--- src/rtl/gpio_pkg.sv ---
package gpio_pkg;

  // Meaning of a set bit in the direction register.
  typedef enum logic [1:0] {
    DIR_NONE       = 2'd0,
    DIR_ONE_IS_OUT = 2'd1,
    DIR_ONE_IS_IN  = 2'd2
  } dir_mode_e;

  localparam int ADDR_W = 3;

  localparam logic [ADDR_W-1:0] OFS_DATA = 3'd0;
  localparam logic [ADDR_W-1:0] OFS_OUT  = 3'd1;
  localparam logic [ADDR_W-1:0] OFS_CLR  = 3'd2;
  localparam logic [ADDR_W-1:0] OFS_DIR  = 3'd3;

  // One strobe per register action, produced by the decoder.
  typedef struct packed {
    logic wr_out;
    logic wr_clr;
    logic wr_dir;
    logic rd_data;
    logic rd_out;
    logic rd_dir;
  } reg_hit_t;

endpackage

--- src/rtl/gpio_sync.sv ---
module gpio_sync #(
  parameter int WIDTH = 32
) (
  input  logic             clk,
  input  logic             rst_n,
  input  logic [WIDTH-1:0] async_in,
  output logic [WIDTH-1:0] sync_out
);

  logic [WIDTH-1:0] meta_q;
  logic [WIDTH-1:0] stable_q;

  always_ff @(posedge clk or negedge rst_n) begin
    if (!rst_n) begin
      meta_q   <= '0;
      stable_q <= '0;
    end else begin
      meta_q   <= async_in;
      stable_q <= meta_q;
    end
  end

  assign sync_out = stable_q;

endmodule

--- src/rtl/gpio_reg_decode.sv ---
module gpio_reg_decode
  import gpio_pkg::*;
#(
  parameter bit HAS_CLEAR = 1'b1,
  parameter bit HAS_DIR   = 1'b1
) (
  input  logic              bus_sel,
  input  logic              bus_wr,
  input  logic [ADDR_W-1:0] bus_addr,
  output reg_hit_t          hit
);

  always_comb begin
    hit = '0;
    if (bus_sel) begin
      if (bus_wr) begin
        case (bus_addr)
          OFS_OUT: hit.wr_out = 1'b1;
          OFS_CLR: hit.wr_clr = HAS_CLEAR;
          OFS_DIR: hit.wr_dir = HAS_DIR;
          default: ;
        endcase
      end else begin
        case (bus_addr)
          OFS_DATA: hit.rd_data = 1'b1;
          OFS_OUT:  hit.rd_out  = 1'b1;
          OFS_DIR:  hit.rd_dir  = HAS_DIR;
          default: ;
        endcase
      end
    end
  end

endmodule

--- src/rtl/gpio_out_latch.sv ---
module gpio_out_latch #(
  parameter int WIDTH     = 32,
  parameter bit SET_IS_OR = 1'b1
) (
  input  logic             clk,
  input  logic             rst_n,
  input  logic             set_en,
  input  logic [WIDTH-1:0] set_mask,
  input  logic             clr_en,
  input  logic [WIDTH-1:0] clr_mask,
  output logic [WIDTH-1:0] level_q
);

  logic [WIDTH-1:0] level_d;

  // Next output value; a clear applied in the same cycle as a set wins.
  function automatic logic [WIDTH-1:0] merge_levels(
    input logic [WIDTH-1:0] cur,
    input logic             s_en,
    input logic [WIDTH-1:0] s_val,
    input logic             c_en,
    input logic [WIDTH-1:0] c_val
  );
    logic [WIDTH-1:0] res;
    res = cur;
    if (s_en) res = SET_IS_OR ? (cur | s_val) : s_val;
    if (c_en) res = res & ~c_val;
    return res;
  endfunction

  assign level_d = merge_levels(level_q, set_en, set_mask, clr_en, clr_mask);

  always_ff @(posedge clk or negedge rst_n) begin
    if (!rst_n) level_q <= '0;
    else        level_q <= level_d;
  end

  AST_SET_DRIVES_HIGH: assert property (@(posedge clk) disable iff (!rst_n)
    (set_en && SET_IS_OR && !clr_en) |=> ((level_q & $past(set_mask)) == $past(set_mask)));
  AST_SET_KEEPS_OTHERS: assert property (@(posedge clk) disable iff (!rst_n)
    (set_en && SET_IS_OR && !clr_en) |=> ((level_q & ~$past(set_mask)) == ($past(level_q) & ~$past(set_mask))));
  AST_CLR_DRIVES_LOW: assert property (@(posedge clk) disable iff (!rst_n)
    clr_en |=> ((level_q & $past(clr_mask)) == {WIDTH{1'b0}}));
  AST_PLAIN_LOAD: assert property (@(posedge clk) disable iff (!rst_n)
    (set_en && !SET_IS_OR && !clr_en) |=> (level_q == $past(set_mask)));
  AST_IDLE_HOLD: assert property (@(posedge clk) disable iff (!rst_n)
    (!set_en && !clr_en) |=> $stable(level_q));

endmodule

--- src/rtl/gpio_dir_latch.sv ---
module gpio_dir_latch
  import gpio_pkg::*;
#(
  parameter int        WIDTH    = 32,
  parameter dir_mode_e DIR_MODE = DIR_ONE_IS_OUT
) (
  input  logic             clk,
  input  logic             rst_n,
  input  logic             wr_en,
  input  logic [WIDTH-1:0] wr_mask,
  output logic [WIDTH-1:0] dir_q,
  output logic [WIDTH-1:0] line_oe
);

  generate
    if (DIR_MODE == DIR_NONE) begin : g_bidir
      logic unused_dir_inputs;
      assign unused_dir_inputs = ^{clk, rst_n, wr_en, wr_mask};
      assign dir_q   = '0;
      assign line_oe = '1;
    end else begin : g_reg
      logic [WIDTH-1:0] dir_r;

      always_ff @(posedge clk or negedge rst_n) begin
        if (!rst_n)     dir_r <= '0;
        else if (wr_en) dir_r <= wr_mask;
      end

      assign dir_q   = dir_r;
      assign line_oe = (DIR_MODE == DIR_ONE_IS_OUT) ? dir_r : ~dir_r;

      AST_DIR_HOLD: assert property (@(posedge clk) disable iff (!rst_n)
        !wr_en |=> $stable(dir_r));
      AST_DIR_LOAD: assert property (@(posedge clk) disable iff (!rst_n)
        wr_en |=> (dir_r == $past(wr_mask)));
    end
  endgenerate

endmodule

--- src/rtl/gpio_mmio_ctrl.sv ---
module gpio_mmio_ctrl
  import gpio_pkg::*;
#(
  parameter int        WIDTH     = 32,
  parameter bit        MIRROR    = 1'b0,
  parameter dir_mode_e DIR_MODE  = DIR_ONE_IS_OUT,
  parameter bit        HAS_CLEAR = 1'b1
) (
  input  logic              clk,
  input  logic              rst_n,
  input  logic              bus_sel,
  input  logic              bus_wr,
  input  logic [ADDR_W-1:0] bus_addr,
  input  logic [WIDTH-1:0]  bus_wdata,
  output logic [WIDTH-1:0]  bus_rdata,
  input  logic [WIDTH-1:0]  pad_in,
  output logic [WIDTH-1:0]  pad_out,
  output logic [WIDTH-1:0]  pad_oe
);

  localparam bit HAS_DIR = (DIR_MODE != DIR_NONE);

  if (!(WIDTH == 8 || WIDTH == 16 || WIDTH == 32 || WIDTH == 64)) begin : g_bad_width
    $error("gpio_mmio_ctrl: WIDTH must be 8, 16, 32 or 64");
  end

  // Register bit <-> line index; the mapping is its own inverse.
  function automatic logic [WIDTH-1:0] map_order(input logic [WIDTH-1:0] v);
    logic [WIDTH-1:0] r;
    r = v;
    if (MIRROR) begin
      for (int i = 0; i < WIDTH; i++) r[i] = v[WIDTH-1-i];
    end
    return r;
  endfunction

  reg_hit_t         hit;
  logic [WIDTH-1:0] wdata_lines;
  logic [WIDTH-1:0] pin_sync;
  logic [WIDTH-1:0] out_q;
  logic [WIDTH-1:0] dir_q;
  logic [WIDTH-1:0] line_oe;
  logic [WIDTH-1:0] rd_lines;

  assign wdata_lines = map_order(bus_wdata);

  gpio_reg_decode #(
    .HAS_CLEAR (HAS_CLEAR),
    .HAS_DIR   (HAS_DIR)
  ) u_decode (
    .bus_sel  (bus_sel),
    .bus_wr   (bus_wr),
    .bus_addr (bus_addr),
    .hit      (hit)
  );

  gpio_sync #(.WIDTH(WIDTH)) u_sync (
    .clk      (clk),
    .rst_n    (rst_n),
    .async_in (pad_in),
    .sync_out (pin_sync)
  );

  gpio_out_latch #(
    .WIDTH     (WIDTH),
    .SET_IS_OR (HAS_CLEAR)
  ) u_out (
    .clk      (clk),
    .rst_n    (rst_n),
    .set_en   (hit.wr_out),
    .set_mask (wdata_lines),
    .clr_en   (hit.wr_clr),
    .clr_mask (wdata_lines),
    .level_q  (out_q)
  );

  gpio_dir_latch #(
    .WIDTH    (WIDTH),
    .DIR_MODE (DIR_MODE)
  ) u_dir (
    .clk     (clk),
    .rst_n   (rst_n),
    .wr_en   (hit.wr_dir),
    .wr_mask (wdata_lines),
    .dir_q   (dir_q),
    .line_oe (line_oe)
  );

  always_comb begin
    rd_lines = '0;
    if (hit.rd_data)     rd_lines = pin_sync;
    else if (hit.rd_out) rd_lines = (out_q & line_oe) | (pin_sync & ~line_oe);
    else if (hit.rd_dir) rd_lines = dir_q;
  end

  assign bus_rdata = map_order(rd_lines);
  assign pad_out   = out_q;
  assign pad_oe    = line_oe;

  // Edges since reset release, saturating; gates the two-deep pin history check.
  logic [1:0] live_cnt;
  always_ff @(posedge clk or negedge rst_n) begin
    if (!rst_n)                live_cnt <= '0;
    else if (live_cnt != 2'd2) live_cnt <= live_cnt + 2'd1;
  end

  AST_DATA_LATENCY: assert property (@(posedge clk) disable iff (!rst_n)
    (live_cnt == 2'd2 && bus_sel && !bus_wr && bus_addr == OFS_DATA)
      |-> (bus_rdata == map_order($past(pad_in, 2))));
  AST_DIR_TO_OE: assert property (@(posedge clk) disable iff (!rst_n)
    (bus_sel && bus_wr && bus_addr == OFS_DIR && HAS_DIR)
      |=> (pad_oe == ((DIR_MODE == DIR_ONE_IS_OUT) ? map_order($past(bus_wdata))
                                                   : ~map_order($past(bus_wdata)))));
  AST_UNMAPPED_ZERO: assert property (@(posedge clk) disable iff (!rst_n)
    (bus_sel && !bus_wr && bus_addr > OFS_DIR) |-> (bus_rdata == {WIDTH{1'b0}}));
  AST_DATA_WRITE_IGNORED: assert property (@(posedge clk) disable iff (!rst_n)
    (bus_sel && bus_wr && bus_addr == OFS_DATA) |=> ($stable(pad_out) && $stable(pad_oe)));

endmodule

--- config.mk ---
export PLATFORM = sky130hd
export DESIGN_NAME = gpio_mmio_ctrl
export DESIGN_NICKNAME = d
export VERILOG_FILES = /design/src/rtl/gpio_pkg.sv /design/src/rtl/gpio_sync.sv /design/src/rtl/gpio_reg_decode.sv /design/src/rtl/gpio_out_latch.sv /design/src/rtl/gpio_dir_latch.sv /design/src/rtl/gpio_mmio_ctrl.sv
export SDC_FILE = /design/constraint.sdc
export NUM_CORES = 1
export LEC_CHECK = 0
export BUFFER_PORTS_ARGS = -buffer_cell sky130_fd_sc_hd__buf_2
export CAP_MARGIN = 40
export CORE_MARGIN = 5
export CORE_UTILIZATION = 49
export DETAILED_ROUTE_END_ITERATION = 8
export PLACE_DENSITY = 0.78
export SLEW_MARGIN = 20
export SYNTH_ARGS = -nofsm -noshare
export SYNTH_HDL_FRONTEND = slang
export SYNTH_SLANG_ARGS = --single-unit
--- constraint.sdc ---
create_clock -name clk -period 1.3 [get_ports clk]
set_input_delay 0.13 -clock clk [delete_from_list [all_inputs] [get_ports clk]]
set_output_delay 0.13 -clock clk [all_outputs]
set_load 0.05 [all_outputs]
# Word-level counts from Yosys, hierarchy flattened
# Cells that the tools add are included.
# word_totals
reg_bits,128
ram_bits,0
romBits,0
in_bits,71
latch_bits,0
mem_count,0
output_inout_bits,96
# classes
bitwise,7
mul,0
shifts,0
n_div,0
n_mux,12
add_sub_neg,0
n_lt_le_gt_ge,0
n_eq_ne,3
reduce_logical,1
# ops
op,count
two-way mux 32 bit,5
bitwise AND 32 bit,3
inverter 32 bit,2
bitwise OR 32 bit,2
== test 3 x 2 -> 1 bit (second input constant),2
two-way mux 3 bit,2
two-way mux 6 bit,1
two-way mux 1 bit,4
== test 3 x 1 -> 1 bit (second input constant),1
zero test 3 bit,1

# Longest topological paths before layout
# depth
depth_word,7
mapped_depth,6
ltp_nobuf,3

# Cells and area by module
# Synthesis repeated with hierarchy kept, for this count alone.
# unflattened
cells_unflattened,420
hier_area_um2,5479.0
# by_module_without_submodules
mod,cells_each,area_per_inst_um2,instances
gpio_sync,64,1601.5,1
gpio_dir_latch,100,1585.3,1
gpio_out_latch,102,1301.2,1
gpio_mmio_ctrl,144,932.1,1
gpio_reg_decode,10,58.8,1

# Least setup slack after synthesis
# OpenSTA, ideal clock, no wires.
# synth_timing
kind,register -> output
from,"reg u_dir.g_reg.dir_r[10], in the netlist u_dir.dir_q[10]"
to,out bus_rdata[10]
arrival_time_ps,1892
slack_ps,-722
path_stages_with_launch,3
cell_sequence,dfrtp_1 o21ai_0 o21ai_0
# synth_between
elab_chain_cells,5
elab_cells_between_ends,7
classes_between,mux (3); bitwise (4)
# synth_rtl
item,line_no,source
start: declaration,gpio_dir_latch.sv:22,logic [WIDTH-1:0] dir_r;
start signal: assignment,gpio_dir_latch.sv:26,else if (wr_en) dir_r <= wr_mask;
inverter 32 bit,n/a,
bitwise AND 32 bit,gpio_mmio_ctrl.sv:92,else if (hit.rd_out) rd_lines = (out_q & line_oe) | (pin_sync & ~line_oe);
bitwise OR 32 bit,gpio_mmio_ctrl.sv:92,
two-way mux 32 bit (*),gpio_mmio_ctrl.sv:92,
two-way mux 32 bit (*),gpio_mmio_ctrl.sv:91,if (hit.rd_data) rd_lines = pin_sync;
end: declaration,gpio_mmio_ctrl.sv:15,"output logic [WIDTH-1:0] bus_rdata,"
# Mark *: on every way between the ends. The rest lies on a longest branch, timed or not.

# Final worst setup path
# layout_timing
from,in bus_wr
to,out bus_rdata[22]
# layout_between
elab_chain_cells,5
# layout_rtl
item,line_no,source
start: declaration,gpio_mmio_ctrl.sv:12,"input logic bus_wr,"
two-way mux 3 bit (*),gpio_reg_decode.sv:16,if (bus_wr) begin
two-way mux 6 bit (*),gpio_reg_decode.sv:15,if (bus_sel) begin
two-way mux 32 bit,gpio_mmio_ctrl.sv:93,else if (hit.rd_dir) rd_lines = dir_q;
two-way mux 32 bit,gpio_mmio_ctrl.sv:92,
two-way mux 32 bit (*),gpio_mmio_ctrl.sv:91,
# Marks and branches as above.

==> summary.md <==
| Metric | Value |
|---|---|
| Final period utilization | `130.9%` |
| TritonCTS Buffers | `17` |
| TritonCTS clock tree | `yes` |
| Area Overhead vs Synth | `88.63%` |
| Global-route wire length before repair | `30450 µm` |
| Pin count of the biggest net entering global routing | `59` |
| Min Hold Slack | `0.04781 ns` |
| Clock Latency Late Sink | `0.51 ns` |
| Main synth FF type | `dfrtp_1` |
| Worst-path clk slew | `0.06 ns` |
| Critical Path AT | `1.57 ns` |
| GPL Wtd Cong | `0.7790` |
| Mapped Nets | `460` |
| Detailed Routing Iterations Pass 1 | `5` |
| Synth Warn # | `0` |
| Critical Path Start Type | `primary input` |
| Ant. Diodes | `0` |
| Number of fill cells | `294` |
| Share of cells above drive strength 1 | `64.36%` |
| Post-DR vias/cell | `6.389` |
| Final slew viol count | `0` |
| Seq cells post-synth | `128` |
| Fin worst setup slack | `-0.4012 ns` |
| WP data required | `1.17 ns` |
| Die Y-Extent | `108.7 µm` |
| HP Class | `in2async` |
| Final nets | `737` |
| Outcome | `finished with violations` |
| Total power | `15.47 mW` |
| Max-cap viol count | `0` |
| Hold Fails Final Rpt | `0` |
| GRT Residual Overflow | `0` |
| CTS root buffer | `clkbuf_8` |
| Antenna Violating Nets Remaining | `0` |
| Max IR drop VDD | `1340 µV` |
| Min Tclk post-route | `1.701 ns` |
| Critical path capture point type | `primary output` |
| P_leak | `3.773 nW` |
| Final WL | `23900 µm` |
| Cell count after synthesis | `389` |
| Distinct cells, synth | `23` |
| H-tree levels | `4` |
| Max Clock Skew | `0.004958 ns` |
| Syn_area_per_cell | `12.28 µm²` |
| Unrepaired setup endpoints after global routing | `yes` |
| CTS sink count | `128` |
| Worst reg-to-reg setup slack | `0.24 ns` |
| Total I/O pin count | `167` |
| Hpwl dp | `9785 µm` |
| Most frequent cells in the layout | `dfrtp_1 (74), buf_2 (66), dlygate4sd3_1 (65)` |
| Row cnt | `36` |
| Antenna violations before repair | `0` |
| Post-synth EDFFs | `0` |
| Final Util | `93.48%` |
| Number of vias in the routed layout | `5188` |
| Worst r2r path cells | `4` |
| Final setup violation count | `45` |
| Normalized max-slew margin | `70.73%` |
| Synthesized area | `4777 µm²` |
| Vias in the first global route | `5341` |
| Pwr/cell area | `1717 nW/µm²` |
| Post-DR wirelength/cell | `29.43 µm` |
| 1st-iter DRT viols | `424` |
| Setup CP Type | `in2out` |
| Die area | `11820 µm²` |
| Worst-Margin Slew | `0.4391 ns` |
| Critical Path Fanout Max | `5` |
| Die extent in x | `108.7 µm` |
| Starting Density | `49.56%` |
| TNS Setup | `-10.56 ns` |
| Asr flop ratio synth | `100.0%` |
| DRC Markers | `0` |
| Core area | `9639 µm²` |
| Post-synthesis sequential area ratio | `67.05%` |
| Port Buffers | `166` |
| Most common cell after layout, fill and taps aside | `dfrtp_1` |
| Failing checks | `setup timing` |
| Max Freq | `587.8 MHz` |
| GRT Total Usage | `34.66%` |
| Clk buf depth | `2` |
-- worst paths after layout --
kind | startpoint | endpoint
min | rst_n | u_sync.meta_q[7]$_DFF_PN0_
max | bus_wr | bus_rdata[22]
max in group asynchronous | rst_n | asynchronous set/reset pin
max reg2reg | register | register
min reg2reg | u_sync.meta_q[14]$_DFF_PN0_ | u_sync.sync_out[14]$_DFF_PN0_
min in group clk | pad_in[1] | u_sync.meta_q[1]$_DFF_PN0_
-- through the flow --
| stage | std cells | instance area [µm²] | setup slack, ns |
|---|---|---|---|
| after floorplan | 389 | 5241 | -0.2419 |
| after global placement | 694 | 6440 | -0.3467 |
| after detailed placement | 694 | 6440 | -0.4266 |
| after CTS | 804 | 8562 | -0.2980 |
| after global routing | 812 | 9011 | -0.4596 |
| final | 812 | 9011 | -0.4012 |
-- synthesized netlist by cell type (3+ instances only) --
library cell	instances	area share (%)
a32oi_1	3	0.55
a21oi_1	32	3.4
nand2_1	32	2.5
buf_2	11	1.2
nand3_1	33	3.5
mux2_2	28	6.6
dfrtp_1	128	67
o21ai_0	61	6.4
mux2_1	4	0.94
buf_6	3	0.71
clkbuf_1	11	0.86
a31oi_1	32	4.2
-- per-layer routing --
layer	up-vias	GRT usage (%)	part of all wire, %
li1	1978	-	-
met1	2596	39.45	34
met2	463	61.43	50
met3	151	8.348	8.7
met4	0	16.23	7.1
met5	-	0	0
-- layout make-up --
type	count	area [µm²]	share of cell area [%]
clock buffer	20	445.4	4.943
clock inverter	12	135.1	1.500
inverter	1	3.754	0.04166
multi-input combinational	234	2281	25.31
sequential	128	3271	36.30
tap	133	166.4	1.847
timing repair buffer	284	2709	30.06
-- worst max-delay path: stages --
cell and delay (ns):
buf_12 0.11, buf_6 0.12, nor4b_4 0.32, buf_4 0.20, buf_12 0.13, buf_16 0.15, nand3_4 0.12, o21ai_4 0.10
buf_6 0.18
-- cell families after synthesis --
kind of cell	synth area share [%]
buffers and inverters	2.881
DFF	67.05
muxes	7.543
AOI/OAI and AO/OA	14.48
xor gates and xnor gates	0.1834
and+or+nand+nor	7.858
-- report_power, final --
group / switching (mW) / internal (mW)
combinational: 3.38 / 1.95
sequential: 0.738 / 4.63
clock: 1.93 / 2.84
total: 6.04 / 9.42
-- timing repair --
item	in CTS	in global routing
hold buffers	65	0
pin swaps	16	19
endpoints found under the setup margin	54	79
hold endpoints to repair	224	0
cloned	2	1
buffers inserted	14	10
gates resized for setup	234	121
Power figures use the tool's default switching activity.
